$ cat src/rtl/dmaStatPkg.sv
package dmaStatPkg;

  // strobes from the address decode to the register datapath
  typedef struct packed {
    logic statRd;
    logic statWr;
    logic ctrlRd;
    logic ctrlWr;
  } regStrobes_t;

  localparam int BIT_ERR  = 1;
  localparam int BIT_ABT  = 2;
  localparam int BIT_DONE = 3;
  localparam int BIT_LIVE = 4;
  localparam int BIT_BLK  = 5;
  localparam int BIT_AUX  = 6;
  localparam int STAT_W   = 8;

  // flags whose clearing follows the mode bit
  localparam logic [STAT_W-1:0] GOV_MASK =
    STAT_W'((1 << BIT_ERR) | (1 << BIT_ABT) | (1 << BIT_DONE) | (1 << BIT_AUX));
  // flags that feed the summary interrupt
  localparam logic [STAT_W-1:0] IRQ_MASK =
    STAT_W'((1 << BIT_ERR) | (1 << BIT_ABT) | (1 << BIT_DONE));

endpackage

$ cat src/rtl/dmaStatCtl.sv
module dmaStatCtl
  import dmaStatPkg::*;
#(
  parameter int ADDR_W = 4,
  parameter logic [ADDR_W-1:0] STAT_ADDR = 0,
  parameter logic [ADDR_W-1:0] CTRL_ADDR = 1
) (
  input  logic              busRe,
  input  logic              busWe,
  input  logic [ADDR_W-1:0] busAddr,
  output regStrobes_t       stb
);

  logic hitStat;
  logic hitCtrl;

  assign hitStat = (busAddr == STAT_ADDR);
  assign hitCtrl = (busAddr == CTRL_ADDR);

  always_comb begin
    stb.statRd = busRe & hitStat;
    stb.statWr = busWe & hitStat;
    stb.ctrlRd = busRe & hitCtrl;
    stb.ctrlWr = busWe & hitCtrl;
  end

endmodule

$ cat src/rtl/dmaStatDp.sv
module dmaStatDp
  import dmaStatPkg::*;
#(
  parameter int DATA_W   = 32,
  parameter int MODE_BIT = 24
) (
  input  logic              clk,
  input  logic              rstN,
  input  regStrobes_t       stb,
  input  logic [DATA_W-1:0] wdata,
  input  logic [STAT_W-1:0] evtVec,
  input  logic              scsiIntLive,
  output logic [DATA_W-1:0] rdata,
  output logic              irq
);

  logic              modeW1c;
  logic [STAT_W-1:0] sticky;
  logic [STAT_W-1:0] statByte;
  logic              clrOnRead;
  logic              w1cWrite;
  logic              unusedInputs;

  assign clrOnRead    = stb.statRd & ~modeW1c;
  assign w1cWrite     = stb.statWr & modeW1c;
  assign unusedInputs = ^{wdata, evtVec};

  always_ff @(posedge clk or negedge rstN) begin
    if (!rstN)           modeW1c <= 1'b0;
    else if (stb.ctrlWr) modeW1c <= wdata[MODE_BIT];
  end

  for (genvar i = 0; i < STAT_W; i++) begin : g_bit
    if (GOV_MASK[i]) begin : g_gov
      logic q;
      always_ff @(posedge clk or negedge rstN) begin
        if (!rstN) q <= 1'b0;
        else       q <= evtVec[i] | (q & ~(clrOnRead | (w1cWrite & wdata[i])));
      end
      assign sticky[i] = q;
    end else if (i == BIT_BLK) begin : g_w1c
      logic q;
      always_ff @(posedge clk or negedge rstN) begin
        if (!rstN) q <= 1'b0;
        else       q <= evtVec[i] | (q & ~(stb.statWr & wdata[i]));
      end
      assign sticky[i] = q;
    end else begin : g_none
      assign sticky[i] = 1'b0;
    end
  end

  always_comb begin
    statByte           = sticky;
    statByte[BIT_LIVE] = scsiIntLive;
  end

  always_ff @(posedge clk or negedge rstN) begin
    if (!rstN)           rdata <= '0;
    else if (stb.statRd) rdata <= DATA_W'(statByte);
    else if (stb.ctrlRd) rdata <= DATA_W'(modeW1c) << MODE_BIT;
    else                 rdata <= '0;
  end

  assign irq = (|(sticky & IRQ_MASK)) | scsiIntLive;

endmodule

$ cat src/rtl/dmaStatusReg.sv
module dmaStatusReg
  import dmaStatPkg::*;
#(
  parameter int ADDR_W   = 4,
  parameter int DATA_W   = 32,
  parameter int MODE_BIT = 24,
  parameter logic [ADDR_W-1:0] STAT_ADDR = 0,
  parameter logic [ADDR_W-1:0] CTRL_ADDR = 1
) (
  input  logic              clk,
  input  logic              rstN,
  input  logic [ADDR_W-1:0] busAddr,
  input  logic              busWe,
  input  logic              busRe,
  input  logic [DATA_W-1:0] busWdata,
  output logic [DATA_W-1:0] busRdata,
  input  logic              evtError,
  input  logic              evtAbort,
  input  logic              evtDone,
  input  logic              evtBlkDone,
  input  logic              evtAux,
  input  logic              scsiIntLive,
  output logic              irqOut
);

  regStrobes_t       stb;
  logic [STAT_W-1:0] evtVec;

  always_comb begin
    evtVec           = '0;
    evtVec[BIT_ERR]  = evtError;
    evtVec[BIT_ABT]  = evtAbort;
    evtVec[BIT_DONE] = evtDone;
    evtVec[BIT_BLK]  = evtBlkDone;
    evtVec[BIT_AUX]  = evtAux;
  end

  dmaStatCtl #(
    .ADDR_W(ADDR_W), .STAT_ADDR(STAT_ADDR), .CTRL_ADDR(CTRL_ADDR)
  ) uCtl (
    .busRe(busRe), .busWe(busWe), .busAddr(busAddr), .stb(stb)
  );

  dmaStatDp #(
    .DATA_W(DATA_W), .MODE_BIT(MODE_BIT)
  ) uDp (
    .clk(clk), .rstN(rstN), .stb(stb), .wdata(busWdata), .evtVec(evtVec),
    .scsiIntLive(scsiIntLive), .rdata(busRdata), .irq(irqOut)
  );

endmodule

$ cat config.mk
export PLATFORM = sky130hd
export DESIGN_NAME = dmaStatusReg
export DESIGN_NICKNAME = d
export VERILOG_FILES = /design/src/rtl/dmaStatPkg.sv /design/src/rtl/dmaStatCtl.sv /design/src/rtl/dmaStatDp.sv /design/src/rtl/dmaStatusReg.sv
export SDC_FILE = /design/constraint.sdc
export NUM_CORES = 1
export LEC_CHECK = 0
export ABC_AREA = 1
export BUFFER_PORTS_ARGS = -buffer_cell sky130_fd_sc_hd__buf_2
export CAP_MARGIN = 30
export CORE_MARGIN = 3
export CORE_UTILIZATION = 37
export CTS_CLUSTER_DIAMETER = 30
export DETAILED_ROUTE_END_ITERATION = 6
export PLACE_DENSITY = 0.82
export REMOVE_ABC_BUFFERS = 1
export SYNTH_ARGS = -nofsm -noshare
export SYNTH_HDL_FRONTEND = slang
export SYNTH_SLANG_ARGS = --single-unit
$ cat constraint.sdc
create_clock -name clk -period 1.3 [get_ports clk]
set_input_delay 0.065 -clock clk [delete_from_list [all_inputs] [get_ports clk]]
set_output_delay 0.065 -clock clk [all_outputs]
set_load 0.01 [all_outputs]
==> metrics.csv <==
metric,value,unit
Layout area overhead,21.6,%
Hold Startpoint,scsiIntLive,
Non-Filler Instances,150,
Final Core Density,0.505,
Port Buf Inserts,27,
nets,172,
Max Cap Viol,0,
R2R Setup Slk,400,ps
CTS tree,done,
CP endpoint kind,primary output,
"CP delay by family, top",flip-flops,
clock-pin slew of the registers on the worst-case setup and hold paths,80,ps
vias in the first global route,534,
final clock skew,2.25,ps
antenna violations before repair,0,
Setup crit start kind,flop,
Clock Latency Late Sink,260,ps
Setup WS post-layout,279,ps
Power Density,864,nW/µm²
reg2reg end,uDp.g_bit[3].g_gov.q,
CTS H-Tree Depth,1,
placed insts,139,
first-pass GRT wire length,2100,µm
die area,2640,µm²
clk root buf,clkbuf_4,
Crit. Startpoint,uDp.g_bit[3].g_gov.q,
Synth Warn #,0,
overall power,802,µW
syn_area_per_cell,8.67,µm²
"antenna viol nets, final",0,
FMAX,979,MHz
drt wl/cell,9.09,µm
Seq cells post-synth,13,
Filler Cell Count,192,
WHS Path Cells,3,
num rows,15,
WS Path Type,flop to primary output,
crit share post-route,0.786,
CTS sink cnt,13,
Static Leak,0.563,nW
area of the mapped netlist,763,µm²
synth unique cells,14,
starting density of the core,0.415,
Worst Hold Class,input pin to flop,
WP buf/inv,2,
final hold violation count,0,
DRC errors left,0,
width of the die,51.4,µm
core area,1840,µm²
setup TNS after final layout,0,ps
first-iteration detailed-routing DRC count,1,
Syn Inst Count,88,
origin of the critical flop-to-flop path,uDp.modeW1c,
global placement routability congestion,0.692,
signal arrival time at the worst endpoint,960,ps
GRT Resource Usage Total,0.107,
largest net degree at the start of global routing,14,
Num CTS Buffers,3,
Final min period,1020,ps
crit-path max cell delay,370,ps
Hold EP,uDp.rdata[4],
I/O pin total,79,
Max Slew Vio Count,0,
worst vdd rail ir drop,0.000458,V
ratio of cells with drive above 1 in the final layout,0.288,
# diodes,0,
final WL,1360,µm
# setup viols final,0,
CP Cell Sequence,inv_1 > nand4_1 > buf_2,
Worst Path Max Fanout,3,
"Seq/Total Area, Yosys",0.426,
status,finished clean,
Avg Vias per Cell,3.95,
unrepaired setup endpoints after global routing,no,
Pre-antenna DRT Iters,3,
clk buf depth,2,
estimated wirelength of the detail-placed design,1110,µm
Die Span Y,51.4,µm
dpl ws,400,ps
GR Overflow Total,0,
Reg2Reg Depth,4,
CP required,1240,ps
DR vias,592,
crit path max-delay cell type,dfrtp_1,
cell families after synthesis:
| family | synth area share |
|---|---|
| buffers and inverters | 0.300 |
| flip-flops | 0.426 |
| AND/OR/NAND/NOR | 0.252 |
| other | 0.00491 |
| AO/OA/AOI/OAI | 0.0164 |
Yosys cell counts, drive strengths merged:
| library cell | n | area, µm² |
|---|---|---|
| buf | 25 | 188 |
| nor2 | 16 | 90.1 |
| dfrtp | 13 | 325 |
| nand2 | 13 | 51.3 |
| inv | 11 | 41.3 |
| nand3 | 5 | 37.5 |
| a21o | 1 | 7.51 |
| conb | 1 | 3.75 |
| nand3b | 1 | 7.51 |
| nand4 | 1 | 6.26 |
| o21ai | 1 | 5.00 |
final cells by class:
type                    count  area, µm²  area share
flip-flops and latches     13        325       0.350
inverters                  11       41.3      0.0445
clock buffers               4       26.3      0.0283
well taps                  25       31.3      0.0337
repair buffers             34        205       0.221
multi-input cells          63        299       0.322
worst register-to-register path, cell delays in order, from the launching register on:
cell,delay [ps]
dfrtp_1,470
nor2_4,170
nor2_1,50
nand2_1,50
nand2_1,50
flip-flops by register name, indices dropped and copies added, names as in the netlist:
signal,count
uDp.g_bit.g_gov.q,4
uDp.g_bit.g_w1c.q,1
uDp.modeW1c,1
uDp.rdata,7
metal layers:
layer,GRT usage,vias to the layer above,part of all wire
li1,-,290,-
met1,0.123,256,0.36
met2,0.182,44,0.48
met3,0.0262,2,0.15
met4,0.0524,0,0.0029
met5,0,-,0
repair_timing:
action	4_1_cts	5_1_grt
buffers inserted	0	0
endpoints found under the hold margin	19	0
resized for setup	0	0
hold buffers	7	0
worst max path at each step:
| stage | endpoint | slack, ps | cells after the start |
|---|---|---|---|
| 2_1_floorplan | uDp.g_bit[1].g_gov.q | 490 | 4 |
| 3_3_place_gp | uDp.g_bit[3].g_gov.q | 430 | 4 |
| 3_5_place_dp | uDp.g_bit[3].g_gov.q | 400 | 4 |
| 4_1_cts | irqOut | 260 | 3 |
| 5_1_grt | irqOut | 230 | 3 |
| 6_report | irqOut | 280 | 3 |
through the flow:
| step | hold slack, ps | area (µm²) |
|---|---|---|
| detailed placement | -35.9 | 832 |
| floorplan | -231 | 666 |
| CTS | 25.8 | 928 |
| global placement | -45.3 | 832 |
| global route | 27.2 | 928 |
| finish | 37.2 | 928 |
where the power goes:
group          total [mW]  switching, mW  internal [mW]
Sequential          0.433         0.0165          0.416
Combinational       0.130         0.0806         0.0496
Clock               0.239          0.121          0.119
Total               0.802          0.218          0.585
cells in the final DEF (no fill, tap or decap):
| master | Yosys | layout |
|---|---|---|
| a21o_1 | 1 | 1 |
| buf_2 | 0 | 27 |
| clkbuf_1 | 0 | 1 |
| clkbuf_4 | 0 | 3 |
| conb_1 | 1 | 25 |
| dfrtp_1 | 13 | 13 |
| dlygate4sd3_1 | 0 | 7 |
| inv_1 | 11 | 11 |
| nand2_1 | 12 | 12 |
| nand2_2 | 1 | 1 |
| nand3_1 | 4 | 4 |
| nand3_4 | 1 | 1 |
| nand3b_1 | 1 | 1 |
| nand4_1 | 1 | 1 |
| nor2_1 | 12 | 12 |
| nor2_4 | 4 | 4 |
| o21ai_0 | 1 | 1 |
(Power assumes the default switching activity.)
